==> src/rtl/keyed_wdog.sv <==
module keyed_wdog #(
  parameter int CNT_W      = 12,
  parameter int SEL_W      = 3,
  parameter int SEL_MAX    = 6,
  parameter int DATA_W     = 16,
  parameter int BUSY_TICKS = 5,
  parameter logic [15:0] KEY_OPEN = 16'h5555,
  parameter logic [15:0] KEY_KICK = 16'hAAAA,
  parameter logic [15:0] KEY_GO   = 16'hCCCC
) (
  input  logic              clk,
  input  logic              rst_n,
  input  logic              slow_tick,
  input  logic              bus_valid,
  input  logic              bus_write,
  input  logic [1:0]        bus_addr,
  input  logic [DATA_W-1:0] bus_wdata,
  output logic [DATA_W-1:0] bus_rdata,
  output logic              rst_req,
  output logic [CNT_W-1:0]  cnt_value
);
  localparam int PH_W = 2 + SEL_MAX;
  localparam int BW   = $clog2(BUSY_TICKS + 1);
  localparam logic [BW-1:0] BUSY_LOAD = BW'(BUSY_TICKS);

  logic              unlocked, running;
  logic [SEL_W-1:0]  sel_act, sel_new;
  logic [CNT_W-1:0]  rl_act, rl_new, cnt;
  logic [BW-1:0]     sel_busy, rl_busy;
  logic [PH_W-1:0]   phase;

  wire wr     = bus_valid & bus_write;
  wire key_wr = wr && bus_addr == 2'd0;
  wire kick   = key_wr && bus_wdata[15:0] == KEY_KICK;
  wire go     = key_wr && bus_wdata[15:0] == KEY_GO;
  wire open_k = key_wr && bus_wdata[15:0] == KEY_OPEN;
  wire sel_wr = wr && bus_addr == 2'd1 && unlocked && sel_busy == '0;
  wire rl_wr  = wr && bus_addr == 2'd2 && unlocked && rl_busy == '0;

  wire [SEL_W-1:0] sel_eff = (sel_act > SEL_W'(SEL_MAX)) ? SEL_W'(SEL_MAX) : sel_act;
  wire [PH_W:0]    ratio   = (PH_W+1)'(4) << sel_eff;
  wire [PH_W-1:0]  lim     = PH_W'(ratio - 1'b1);
  wire             step    = slow_tick && running && phase == lim;

  always_ff @(posedge clk or negedge rst_n)
    if (!rst_n) begin
      unlocked <= 1'b0;
      running  <= 1'b0;
    end else begin
      if (key_wr) unlocked <= open_k;
      if (go)     running  <= 1'b1;
    end

  always_ff @(posedge clk or negedge rst_n)
    if (!rst_n) begin
      sel_busy <= '0;
      sel_new  <= '0;
      sel_act  <= '0;
    end else if (sel_wr) begin
      sel_busy <= BUSY_LOAD;
      sel_new  <= bus_wdata[SEL_W-1:0];
    end else if (slow_tick && sel_busy != '0) begin
      sel_busy <= sel_busy - 1'b1;
      if (sel_busy == BW'(1)) sel_act <= sel_new;
    end

  always_ff @(posedge clk or negedge rst_n)
    if (!rst_n) begin
      rl_busy <= '0;
      rl_new  <= '1;
      rl_act  <= '1;
    end else if (rl_wr) begin
      rl_busy <= BUSY_LOAD;
      rl_new  <= bus_wdata[CNT_W-1:0];
    end else if (slow_tick && rl_busy != '0) begin
      rl_busy <= rl_busy - 1'b1;
      if (rl_busy == BW'(1)) rl_act <= rl_new;
    end

  always_ff @(posedge clk or negedge rst_n)
    if (!rst_n) begin
      phase   <= '0;
      cnt     <= '1;
      rst_req <= 1'b0;
    end else begin
      rst_req <= 1'b0;
      if (kick) begin
        phase <= '0;
        cnt   <= rl_act;
      end else if (slow_tick && running) begin
        phase <= step ? '0 : phase + 1'b1;
        if (step) begin
          if (cnt == '0) begin
            cnt     <= rl_act;
            rst_req <= 1'b1;
          end else begin
            cnt <= cnt - 1'b1;
          end
        end
      end
    end

  assign cnt_value = cnt;

  always_comb
    case (bus_addr)
      2'd1:    bus_rdata = DATA_W'(sel_act);
      2'd2:    bus_rdata = DATA_W'(rl_act);
      2'd3:    bus_rdata = DATA_W'({rl_busy != '0, sel_busy != '0});
      default: bus_rdata = '0;
    endcase
endmodule


==> config.mk <==
export PLATFORM = sky130hd
export DESIGN_NAME = keyed_wdog
export DESIGN_NICKNAME = d
export VERILOG_FILES = /design/src/rtl/keyed_wdog.sv
export SDC_FILE = /design/constraint.sdc
export NUM_CORES = 1
export LEC_CHECK = 0
export BUFFER_PORTS_ARGS = -buffer_cell sky130_fd_sc_hd__buf_2
export CORE_ASPECT_RATIO = 0.5
export CORE_MARGIN = 2
export CORE_UTILIZATION = 30
export CTS_CLUSTER_DIAMETER = 150
export DETAILED_ROUTE_END_ITERATION = 10
export PLACE_DENSITY = 0.5
export SLEW_MARGIN = 15
export SYNTH_ARGS = -nofsm -noshare
export SYNTH_HDL_FRONTEND = slang
export SYNTH_SLANG_ARGS = --single-unit
==> constraint.sdc <==
create_clock -name clk -period 2.6 [get_ports clk]
set_clock_uncertainty 0.2 [all_clocks]
set_input_delay 0.13 -clock clk [delete_from_list [all_inputs] [get_ports clk]]
set_output_delay 0.13 -clock clk [all_outputs]
set_load 0.03 [all_outputs]
==> load_flow_metrics.sql <==
INSERT INTO impl_metrics (metric_group, metric, value, unit) VALUES
('yosys', 'syn_inst', '311', ''),
('yosys', 'post-synth-top-count-cell', 'sky130_fd_sc_hd__dfstp_2', ''),
('cells_and_area', 'fill_cells', '1015', ''),
('yosys', 'syn-mean-instance-area', '10.6', 'um^2'),
('outcome', 'run_status', 'finished clean', ''),
('yosys', 'ys_top_cells_by_count', 'sky130_fd_sc_hd__dfstp_2 (36), sky130_fd_sc_hd__mux2_2 (26), sky130_fd_sc_hd__nor2_1 (24)', ''),
('route', 'drt-total-wl', '8430', 'um'),
('setup_path', 'cp.arrival', '2.48', 'ns'),
('timing', 'tns', '0', 'ns'),
('pwr', 'power.share.sequential', '39.9', '%'),
('pwr', 'power.density', '621', 'mW/mm^2'),
('yosys', 'async_reset_ff_share', '100', '%'),
('setup_path', 'cp_data_required_time', '2.67', 'ns'),
('worst_hold_path', 'min_to', 'running', ''),
('yosys', 'ys.warnings.count', '0', ''),
('timing', 'report.final.slew_viol_count', '0', ''),
('worst_hold_path', 'min_from', 'bus_wdata[12]', ''),
('timing', 'grt_setup_unrepaired', 'false', ''),
('route', 'post_route_ant_nets', '0', ''),
('pwr', 'p_clk_share', '45.1', '%'),
('yosys', 'synth_top_flop_cell', 'sky130_fd_sc_hd__dfstp_2', ''),
('cells_and_area', 'finalNetCount', '412', ''),
('die', 'floorplan.die_area', '0.0119', 'mm^2'),
('global_route', 'grt_max_degree', '40', ''),
('yosys', 'yosys.cell_types.count', '63', ''),
('route', 'route.vias.total', '2579', ''),
('timing', 'min_period', '2.41', 'ns'),
('die', 'design.portCount', '52', ''),
('place', 'dp.final_hpwl', '6220', 'um'),
('global_route', 'grt_remaining_overflow', '0', ''),
('place', 'globalplace.congestion', '0.835', ''),
('setup_path', 'timing.critical_path.slowest_stage_cell', 'sky130_fd_sc_hd__or4_1', ''),
('cells_and_area', 'total_inserted_antenna_cells', '0', ''),
('setup_path', 'rr_endpoint', 'cnt_value[6]', ''),
('yosys', 'synth_top_area_share', '28.8', '%'),
('route', 'routed_wire_length_per_instance', '16.1', 'um'),
('worst_hold_path', 'hp-class', 'in -> reg', ''),
('timing', 'timing.fmax', '415', 'MHz'),
('setup_path', 'worstReg2RegStart', 'sel_act[2]', ''),
('pwr', 'power_switching_share', '26.4', '%'),
('worst_hold_path', 'worst_hold_path_depth', '4', ''),
('setup_path', 'crit_path_cell_trace', 'xor2_1 > or3_4 > a211oi_4 > nand2_4 > or4_1 > nand3_1', ''),
('place', 'postPlaceCellArea', '0.00369', 'mm^2'),
('setup_path', 'ff2ff_path_depth', '6', ''),
('route', 'initialDrtViolationCount', '141', ''),
('clock_network', 'cts_buffers', '9', ''),
('pwr', 'worst_ir_drop_vdd', '0.308', 'mV'),
('place', 'dpl_worst_slack', '0.227', 'ns'),
('run', 'cap_violations', '0', ''),
('pwr', 'pwr-share-comb', '15.0', '%'),
('global_route', 'number_of_global_route_vias_before_repair', '2632', ''),
('yosys', 'synth-seq-cells', '59', ''),
('die', 'coreArea', '0.0104', 'mm^2'),
('global_route', 'grt.total_usage', '15.3', '%'),
('yosys', 'ys_seq_area_share', '46.3', '%'),
('timing', 'slew_at_the_pin_with_the_worst_max_slew_slack', '0.924', 'ns'),
('timing', 'finalHoldViolations', '0', ''),
('setup_path', 'slowest_delay', '0.54', 'ns'),
('route', 'firstDrtPassIters', '4', ''),
('route', 'vias_per_cell', '4.91', ''),
('timing', 'setup-violations-final', '0', ''),
('pwr', 'p_switching', '0.676', 'mW'),
('setup_path', 'critical_path.max_fanout', '9', ''),
('yosys', 'synth_enable_flop_cells', '0', ''),
('clock_network', 'cts_root_buffer', 'sky130_fd_sc_hd__clkbuf_16', ''),
('clock_network', 'worst_setup_hold_path_clk_slew', '0.06', 'ns'),
('cells_and_area', 'finish.instance_area', '0.00412', 'mm^2'),
('clock_network', 'cts-resized-gates', '0', ''),
('clock_network', 'htree_levels', '3', ''),
('timing', 'period_share', '92.7', '%'),
('timing', 'postLayoutSetupSlackWorst', '0.189', 'ns');
-- registers in the layout, summed over array words and instances, names as in the netlist --
name	flops
phase	8
sel_busy	3
unlocked	1
rl_busy	3
sel_act	3
rl_act	12
rst_req	1
cnt_value	12
rl_new	12
running	1
sel_new	3
-- routing by layer --
| metal | GRT usage (%) | vias to the layer above | part of all wire [%] |
|---|---|---|---|
| met1 | 20.8 | 1267 | 49 |
| li1 | - | 1246 | - |
| met4 | 5.51 | 0 | 0.70 |
| met3 | 4.64 | 6 | 5.1 |
| met2 | 23.2 | 60 | 45 |
| met5 | 0 | - | 0 |
-- power groups by stage --
| stage | clock, mW | sequential, mW | combinational, mW |
|---|---|---|---|
| after detailed placement | 0 | 1.03 | 0.368 |
| after CTS | 1.18 | 1.02 | 0.386 |
| after global placement | 0 | 1.03 | 0.341 |
| after floorplan | 0 | 1.02 | 0.263 |
| after global routing | 1.25 | 1.03 | 0.432 |
| final | 1.15 | 1.02 | 0.383 |
-- metrics by stage --
stage | util (%) | instances | hold WS [ns] | power, mW
3_5_place_dp | 35.4 | 495 | 0.117 | 1.40
4_1_cts | 39.5 | 525 | 0.00359 | 2.59
5_1_grt | 39.5 | 525 | 0.0680 | 2.71
3_3_place_gp | 35.4 | 495 | 0.0924 | 1.37
6_report | 39.5 | 525 | 0.0180 | 2.56
2_1_floorplan | - | 314 | -0.366 | 1.29
-- critical path, delay by kind of cell, from the launching register on --
family / cells / cell delay [ns]
and+or+nand+nor: 4 / 1.13
DFF: 1 / 0.46
AOI/OAI and AO/OA: 1 / 0.38
xor gates and xnor gates: 1 / 0.17
-- repair_timing --
action                    in CTS  in global routing
buffers inserted               0                  0
hold endpoints to repair      39                  0
hold buffers                  14                  0
-- how the worst max path moves through the flow --
stage | start | end | slack, ns | cells after the start
6_report | sel_act[2] | cnt_value[6] | 0.19 | 6
5_1_grt | phase[0] | cnt_value[6] | 0.06 | 7
4_1_cts | sel_act[2] | cnt_value[6] | 0.21 | 6
3_5_place_dp | cnt_value[0] | cnt_value[6] | 0.23 | 7
3_3_place_gp | cnt_value[0] | cnt_value[6] | 0.25 | 7
2_1_floorplan | cnt_value[0] | cnt_value[6] | 0.22 | 7
-- logic make-up after synthesis --
| group | count (synthesis) | synth area share, % |
|---|---|---|
| simple gates | 126 | 21.4 |
| buf+inv | 25 | 3.70 |
| fa+ha+maj | 9 | 3.43 |
| xor+xnor | 10 | 2.67 |
| flops | 59 | 46.3 |
| mux | 34 | 11.5 |
| other cells | 1 | 0.114 |
| compound gates | 47 | 10.8 |
-- cell type report --
class | instances | area [um^2] | share of cell area [%]
Clock buffer | 11 | 233 | 5.65
Clock inverter | 5 | 55.1 | 1.34
Inverter | 9 | 33.8 | 0.820
Multi-Input combinational cell | 230 | 1650 | 40.1
Sequential cell | 59 | 1520 | 36.9
Tap cell | 140 | 175 | 4.25
Timing Repair Buffer | 71 | 450 | 10.9
-- placed cells by master (no fill, tap or decap), types with 7 or more instances in the layout --
cell type and instances:
sky130_fd_sc_hd__a21oi_1 7, sky130_fd_sc_hd__and2_1 11, sky130_fd_sc_hd__buf_2 47, sky130_fd_sc_hd__buf_4 10
sky130_fd_sc_hd__clkbuf_16 9, sky130_fd_sc_hd__dfrtp_1 23, sky130_fd_sc_hd__dfstp_2 36, sky130_fd_sc_hd__dlygate4sd3_1 14
sky130_fd_sc_hd__ha_1 9, sky130_fd_sc_hd__inv_1 9, sky130_fd_sc_hd__mux2_2 26, sky130_fd_sc_hd__nand2_1 23
sky130_fd_sc_hd__nand3_1 15, sky130_fd_sc_hd__nor2_1 24, sky130_fd_sc_hd__nor2b_1 7, sky130_fd_sc_hd__nor3_1 10
sky130_fd_sc_hd__nor4bb_1 8, sky130_fd_sc_hd__o21ai_0 7
(Power assumes the default switching activity.)
